**config.mk**
```make
export PLATFORM = sky130hd
export DESIGN_NAME = dirq_unit
export DESIGN_NICKNAME = d
export VERILOG_FILES = /design/src/rtl/dirq_pkg.sv /design/src/rtl/dirq_blink_track.sv /design/src/rtl/dirq_flag_bank.sv /design/src/rtl/dirq_unit.sv
export SDC_FILE = /design/constraint.sdc
export NUM_CORES = 1
export LEC_CHECK = 0
export BUFFER_PORTS_ARGS = -buffer_cell sky130_fd_sc_hd__buf_4
export CAP_MARGIN = 25
export CORE_MARGIN = 2
export CORE_UTILIZATION = 38
export DETAILED_ROUTE_END_ITERATION = 8
export GPL_TIMING_DRIVEN = 0
export MAX_ROUTING_LAYER = met4
export PLACE_DENSITY = 0.76
export REMOVE_ABC_BUFFERS = 1
export SYNTH_ARGS = -nofsm -noshare
export SYNTH_HDL_FRONTEND = slang
export SYNTH_SLANG_ARGS = --single-unit
```
**constraint.sdc**
```tcl
create_clock -name clk -period 1.21 [get_ports clk]
set_clock_uncertainty 0.1 [all_clocks]
set_input_delay 0.242 -clock clk [delete_from_list [all_inputs] [get_ports clk]]
set_output_delay 0.242 -clock clk [all_outputs]
set_load 0.02 [all_outputs]
```
**src/rtl/dirq_pkg.sv**
```systemverilog
package dirq_pkg;

    localparam int unsigned NUM_SRC      = 5;
    localparam int unsigned IDX_BLK_ON   = 0;
    localparam int unsigned IDX_BLK_OFF  = 1;
    localparam int unsigned IDX_FRAME    = 2;
    localparam int unsigned IDX_ANM_STOP = 3;
    localparam int unsigned IDX_ANM_LOOP = 4;

    typedef logic [NUM_SRC-1:0] src_vec_t;

    typedef enum logic [1:0] {
        BLK_OFF   = 2'b00,
        BLK_SEL   = 2'b01,
        BLK_ALL   = 2'b10,
        BLK_SWAP  = 2'b11
    } blink_mode_e;

endpackage

```
**src/rtl/dirq_blink_track.sv**
```systemverilog
module dirq_blink_track
    import dirq_pkg::*;
#(
    parameter int unsigned SYNC_STAGES = 2
) (
    input  logic        clk,
    input  logic        rst_n,
    input  logic        blink_clk_i,
    input  logic        frame_stb_i,
    input  blink_mode_e mode_i,
    output logic        phase_o,
    output logic        evt_on_o,
    output logic        evt_off_o
);

    typedef struct packed {
        logic [SYNC_STAGES-1:0] sync;
        logic                   phase;
    } trk_t;

    trk_t trk_d, trk_q;
    logic [SYNC_STAGES-1:0] sync_shift;
    logic                   lvl;

    generate
        if (SYNC_STAGES == 1) begin : g_one
            assign sync_shift = blink_clk_i;
        end else begin : g_chain
            assign sync_shift = {trk_q.sync[SYNC_STAGES-2:0], blink_clk_i};
        end
    endgenerate

    assign lvl = trk_q.sync[SYNC_STAGES-1];

    always_comb begin
        trk_d      = trk_q;
        trk_d.sync = sync_shift;
        evt_on_o   = 1'b0;
        evt_off_o  = 1'b0;
        if (mode_i == BLK_OFF) begin
            trk_d.phase = 1'b0;
        end else if (frame_stb_i && (lvl != trk_q.phase)) begin
            trk_d.phase = lvl;
            evt_on_o    = lvl;
            evt_off_o   = ~lvl;
        end
    end

    always_ff @(posedge clk or negedge rst_n) begin
        if (!rst_n) begin
            trk_q <= '0;
        end else begin
            trk_q <= trk_d;
        end
    end

    assign phase_o = trk_q.phase;

endmodule

```
**src/rtl/dirq_flag_bank.sv**
```systemverilog
module dirq_flag_bank #(
    parameter int unsigned N = 5
) (
    input  logic         clk,
    input  logic         rst_n,
    input  logic [N-1:0] hw_set_i,
    input  logic         sw_set_we_i,
    input  logic [N-1:0] sw_set_i,
    input  logic         sw_clr_we_i,
    input  logic [N-1:0] sw_clr_i,
    input  logic [N-1:0] auto_clr_i,
    input  logic         en_we_i,
    input  logic [N-1:0] en_wdata_i,
    output logic [N-1:0] flags_o,
    output logic [N-1:0] en_o,
    output logic         irq_o
);

    typedef struct packed {
        logic [N-1:0] flags;
        logic [N-1:0] en;
    } bank_t;

    bank_t        bank_d, bank_q;
    logic [N-1:0] set_v;
    logic [N-1:0] clr_v;
    logic [N-1:0] pend_v;

    generate
        for (genvar i = 0; i < N; i++) begin : g_src
            assign set_v[i]  = hw_set_i[i] | (sw_set_we_i & sw_set_i[i]);
            assign clr_v[i]  = (sw_clr_we_i & sw_clr_i[i]) | auto_clr_i[i];
            assign pend_v[i] = bank_q.flags[i] & bank_q.en[i];
        end
    endgenerate

    always_comb begin
        bank_d       = bank_q;
        bank_d.flags = (bank_q.flags | set_v) & ~clr_v;
        if (en_we_i) begin
            bank_d.en = en_wdata_i;
        end
    end

    always_ff @(posedge clk or negedge rst_n) begin
        if (!rst_n) begin
            bank_q <= '0;
        end else begin
            bank_q <= bank_d;
        end
    end

    assign flags_o = bank_q.flags;
    assign en_o    = bank_q.en;
    assign irq_o   = |pend_v;

endmodule

```
**src/rtl/dirq_unit.sv**
```systemverilog
module dirq_unit
    import dirq_pkg::*;
#(
    parameter int unsigned SYNC_STAGES = 2
) (
    input  logic       clk,
    input  logic       rst_n,
    input  logic       blink_clk_i,
    input  logic       frame_stb_i,
    input  logic [1:0] blink_mode_i,
    input  logic       anim_stop_i,
    input  logic       anim_loop_i,
    input  logic       set_we_i,
    input  logic [4:0] set_data_i,
    input  logic       clr_we_i,
    input  logic [4:0] clr_data_i,
    input  logic       en_we_i,
    input  logic [4:0] en_data_i,
    input  logic       mem_wr_i,
    output logic [4:0] flags_o,
    output logic [4:0] en_o,
    output logic       irq_o,
    output logic       blank_o,
    output logic       blink_mem_sel_o
);

    blink_mode_e mode_e;
    logic        blink_phase;
    logic        evt_on;
    logic        evt_off;
    src_vec_t    hw_set;
    src_vec_t    auto_clr;

    assign mode_e = blink_mode_e'(blink_mode_i);

    dirq_blink_track #(
        .SYNC_STAGES (SYNC_STAGES)
    ) u_track (
        .clk         (clk),
        .rst_n       (rst_n),
        .blink_clk_i (blink_clk_i),
        .frame_stb_i (frame_stb_i),
        .mode_i      (mode_e),
        .phase_o     (blink_phase),
        .evt_on_o    (evt_on),
        .evt_off_o   (evt_off)
    );

    assign hw_set[IDX_BLK_ON]   = evt_on;
    assign hw_set[IDX_BLK_OFF]  = evt_off;
    assign hw_set[IDX_FRAME]    = frame_stb_i;
    assign hw_set[IDX_ANM_STOP] = anim_stop_i;
    assign hw_set[IDX_ANM_LOOP] = anim_loop_i;

    always_comb begin
        auto_clr             = '0;
        auto_clr[IDX_BLK_ON] = mem_wr_i;
    end

    dirq_flag_bank #(
        .N (NUM_SRC)
    ) u_bank (
        .clk         (clk),
        .rst_n       (rst_n),
        .hw_set_i    (hw_set),
        .sw_set_we_i (set_we_i),
        .sw_set_i    (set_data_i),
        .sw_clr_we_i (clr_we_i),
        .sw_clr_i    (clr_data_i),
        .auto_clr_i  (auto_clr),
        .en_we_i     (en_we_i),
        .en_wdata_i  (en_data_i),
        .flags_o     (flags_o),
        .en_o        (en_o),
        .irq_o       (irq_o)
    );

    assign blank_o         = blink_phase & ((mode_e == BLK_SEL) | (mode_e == BLK_ALL));
    assign blink_mem_sel_o = blink_phase & (mode_e == BLK_SWAP);

endmodule

```
==> results by group <==
Route
  • Via Count: 545
  • Via/cell ratio: 5.142
  • Final Routed Wirelength: 1501 microns
  • DR WL/cell: 14.16 microns
  • First DRT Iteration DRCs: 10
  • Residual DRC count: 0
  • Detailed Routing Iterations Pass 1: 4
  • Detail Route Antenna Nets: 0

Cells and area
  • Layout cells sized above 1: 60.44%
  • Nets: 121
  • Area growth, synth to finish: 81.57%
  • Design Area, Final: 1011 sq um
  • Ant diodes: 0
  • Most frequent cells in the layout: 33 x buf_4, 13 x dfrtp_1, 10 x buf_6, 5 x a21oi_1, 5 x mux2_2
  • # fillers: 96
  • Most common cell after layout, fill and taps aside: buf_4

Critical path
  • Crit Path Max Fanout: 2
  • R2R Path Start: u_track.phase_o
  • R2R Path End: u_bank.flags_o[0]
  • Worst Path Arrival: 1.31 ns
  • Crit Path Class: register to output port
  • Element type at the critical path end: output port
  • CP Capture Point: irq_o
  • Critical path origin: u_bank.flags_o[0]
  • R2R depth: 3
  • CP Data Required Time: 0.87 ns
  • R2R setup slack: 0.07 ns
  • Startpoint types: register

Clocking
  • Clk_lat worst skew: 0.27 ns
  • H-tree level count: 1
  • Clk buf depth: 2
  • Clock Sinks: 13
  • Total CTS buffers: 3
  • Clock-pin slew on the worst setup and hold paths: 0.08 ns
  • CTS tree: built
  • Root Driver: clkbuf_4

GRT
  • Initial antenna violation count: 0
  • Vias in the first global route: 585
  • Pin count of the biggest net entering global routing: 14
  • Total GRT Usage: 18.91%
  • Total congestion overflow: 0
  • First-pass GRT wire length: 2421 microns

Worst hold path
  • Worst hold-check path type: primary input to register

Timing
  • Worst slew pin tran: 0.3132 ns
  • Final setup viols: 4
  • Final setup margin: -0.4404 ns
  • Rel. slew slack: 79.12%
  • RSZ-0062 raised after global routing: true
  • Count of final hold-check violations: 0
  • Final Max Slew Viols: 0
  • Setup TNS: -0.7735 ns
  • Fmax: 605.9 MHz
  • Period utilization: 136.4%
  • Min Tclk post-route: 1.650 ns

Logic synthesis
  • Sequential fraction of the synthesis area: 58.43%
  • Post-Syn Instances: 41
  • Ys Warns: 0
  • Syn Area/Cell: 13.58 sq um
  • Post-Syn Area: 556.8 sq um
  • Post-synthesis cell type count: 14
  • Seq cells post-synth: 13

Die
  • Core area: 1334 sq um
  • Starting Density: 41.74%
  • Die X: 42.28 microns
  • I/O pins: 40
  • Num rows: 13
  • Die Ht: 42.28 microns
  • DIE AREA: 1788 sq um

Outcome
  • Status: complete, but fails checks
  • Failing checks: setup timing

Placement
  • GPL Wtd Cong: 0.7989
  • Post-DP HPWL: 1152 microns
  • Placed inst area: 868.3 sq um
  • Port Buffers: 39

Power
  • Worst VDD drop: 1.017 mV
  • Power Density: 1082 nW/um^2
  • Cell leakage power: 0.4915 nW

Job
  • MaxCap Viol Count: 0
cells by family after synthesis:
| family | count (synthesis) | synth area share, % |
|---|---|---|
| flip-flops | 13 | 58.43 |
| adder cells (fa/ha/maj) | 2 | 4.494 |
| multiplexers | 6 | 11.91 |
| AO/OA/AOI/OAI | 12 | 15.73 |
| AND/OR/NAND/NOR | 6 | 8.088 |
| buffers and inverters | 2 | 1.349 |
registers in the layout, summed over array words and instances, names as in the netlist:
| name | count |
|---|---|
| u_bank.en_o | 5 |
| u_bank.flags_o | 5 |
| u_track.lvl | 1 |
| u_track.phase_o | 1 |
| u_track.sync_shift | 1 |
cells in the mapped netlist (all sizes together):
library cell,count,share of area [%]
dfrtp,13,58
a21oi,5,4.5
mux2,5,10
a211oi,3,4.0
a22oi,2,2.7
and2,2,2.7
ha,2,4.5
inv,2,1.3
nand4bb,2,4.0
a221oi,1,2.7
a222oi,1,1.8
mux2i,1,1.8
nand2,1,0.67
nor2,1,0.67
through the flow:
| step | utilization [%] | total power (W) | cells | hold WS, ns | setup slack (ns) |
|---|---|---|---|---|---|
| after global placement | 65.10 | 0.0007762 | 95 | -0.006548 | -0.09961 |
| final | 75.80 | 0.001094 | 106 | 0.03613 | -0.4404 |
| after CTS | 71.01 | 0.001071 | 103 | 0.007988 | -0.4180 |
| after global routing | 75.80 | 0.001159 | 106 | 0.01411 | -0.5236 |
| after detailed placement | 65.10 | 0.0007835 | 95 | -0.005450 | -0.1174 |
| after floorplan | - | 0.0006182 | 41 | -0.1536 | -0.1075 |
power by group:
group | total [W] | internal (W) | leakage [nW] | switching [W]
logic | 0.000324 | 0.000191 | 0.324 | 0.000133
registers | 0.000507 | 0.000473 | 0.152 | 0.0000346
clock network | 0.000262 | 0.000128 | 0.0150 | 0.000135
final cells by class:
type | count | area (sq um) | area share (%)
clock buffer | 4 | 26.28 | 2.599
inverter | 2 | 7.507 | 0.7426
sequential | 13 | 325.3 | 32.18
tap | 15 | 18.77 | 1.856
timing repair buffer | 46 | 390.4 | 38.61
multi-input combinational | 26 | 242.7 | 24.01
layer usage:
metal	vias to the layer above	part of all wire, %	GRT usage, %
met5	-	0	-
met4	0	1.2	4.375
met3	4	7.4	8.190
met2	24	56	33.85
met1	262	36	18.80
li1	255	-	-
critical path: stages (launching register included):
cell,delay (ns)
dfrtp_1,0.40
a222oi_1,0.37
nand2_1,0.12
buf_6,0.15
repair_timing:
| action | CTS | global route |
|---|---|---|
| endpoints found under the setup margin | 3 | 11 |
| gates resized for setup | 6 | 7 |
| hold buffers | 2 | 1 |
| endpoints found under the hold margin | 14 | 1 |
| gates cloned | 0 | 0 |
| buffers inserted | 2 | 2 |
| pin swaps | 2 | 1 |
how the worst min path moves through the flow:
stage                        startpoint                 to  cells after the start
after CTS                      mem_wr_i  u_bank.flags_o[0]                      2
after global placement            rst_n     u_bank.en_o[1]                      1
final                     clr_data_i[0]  u_bank.flags_o[0]                      2
after floorplan                   rst_n     u_bank.en_o[0]                      0
after detailed placement          rst_n     u_bank.en_o[1]                      1
after global routing      clr_data_i[0]  u_bank.flags_o[0]                      2
Note: power is estimated with default switching activity, not from simulation.
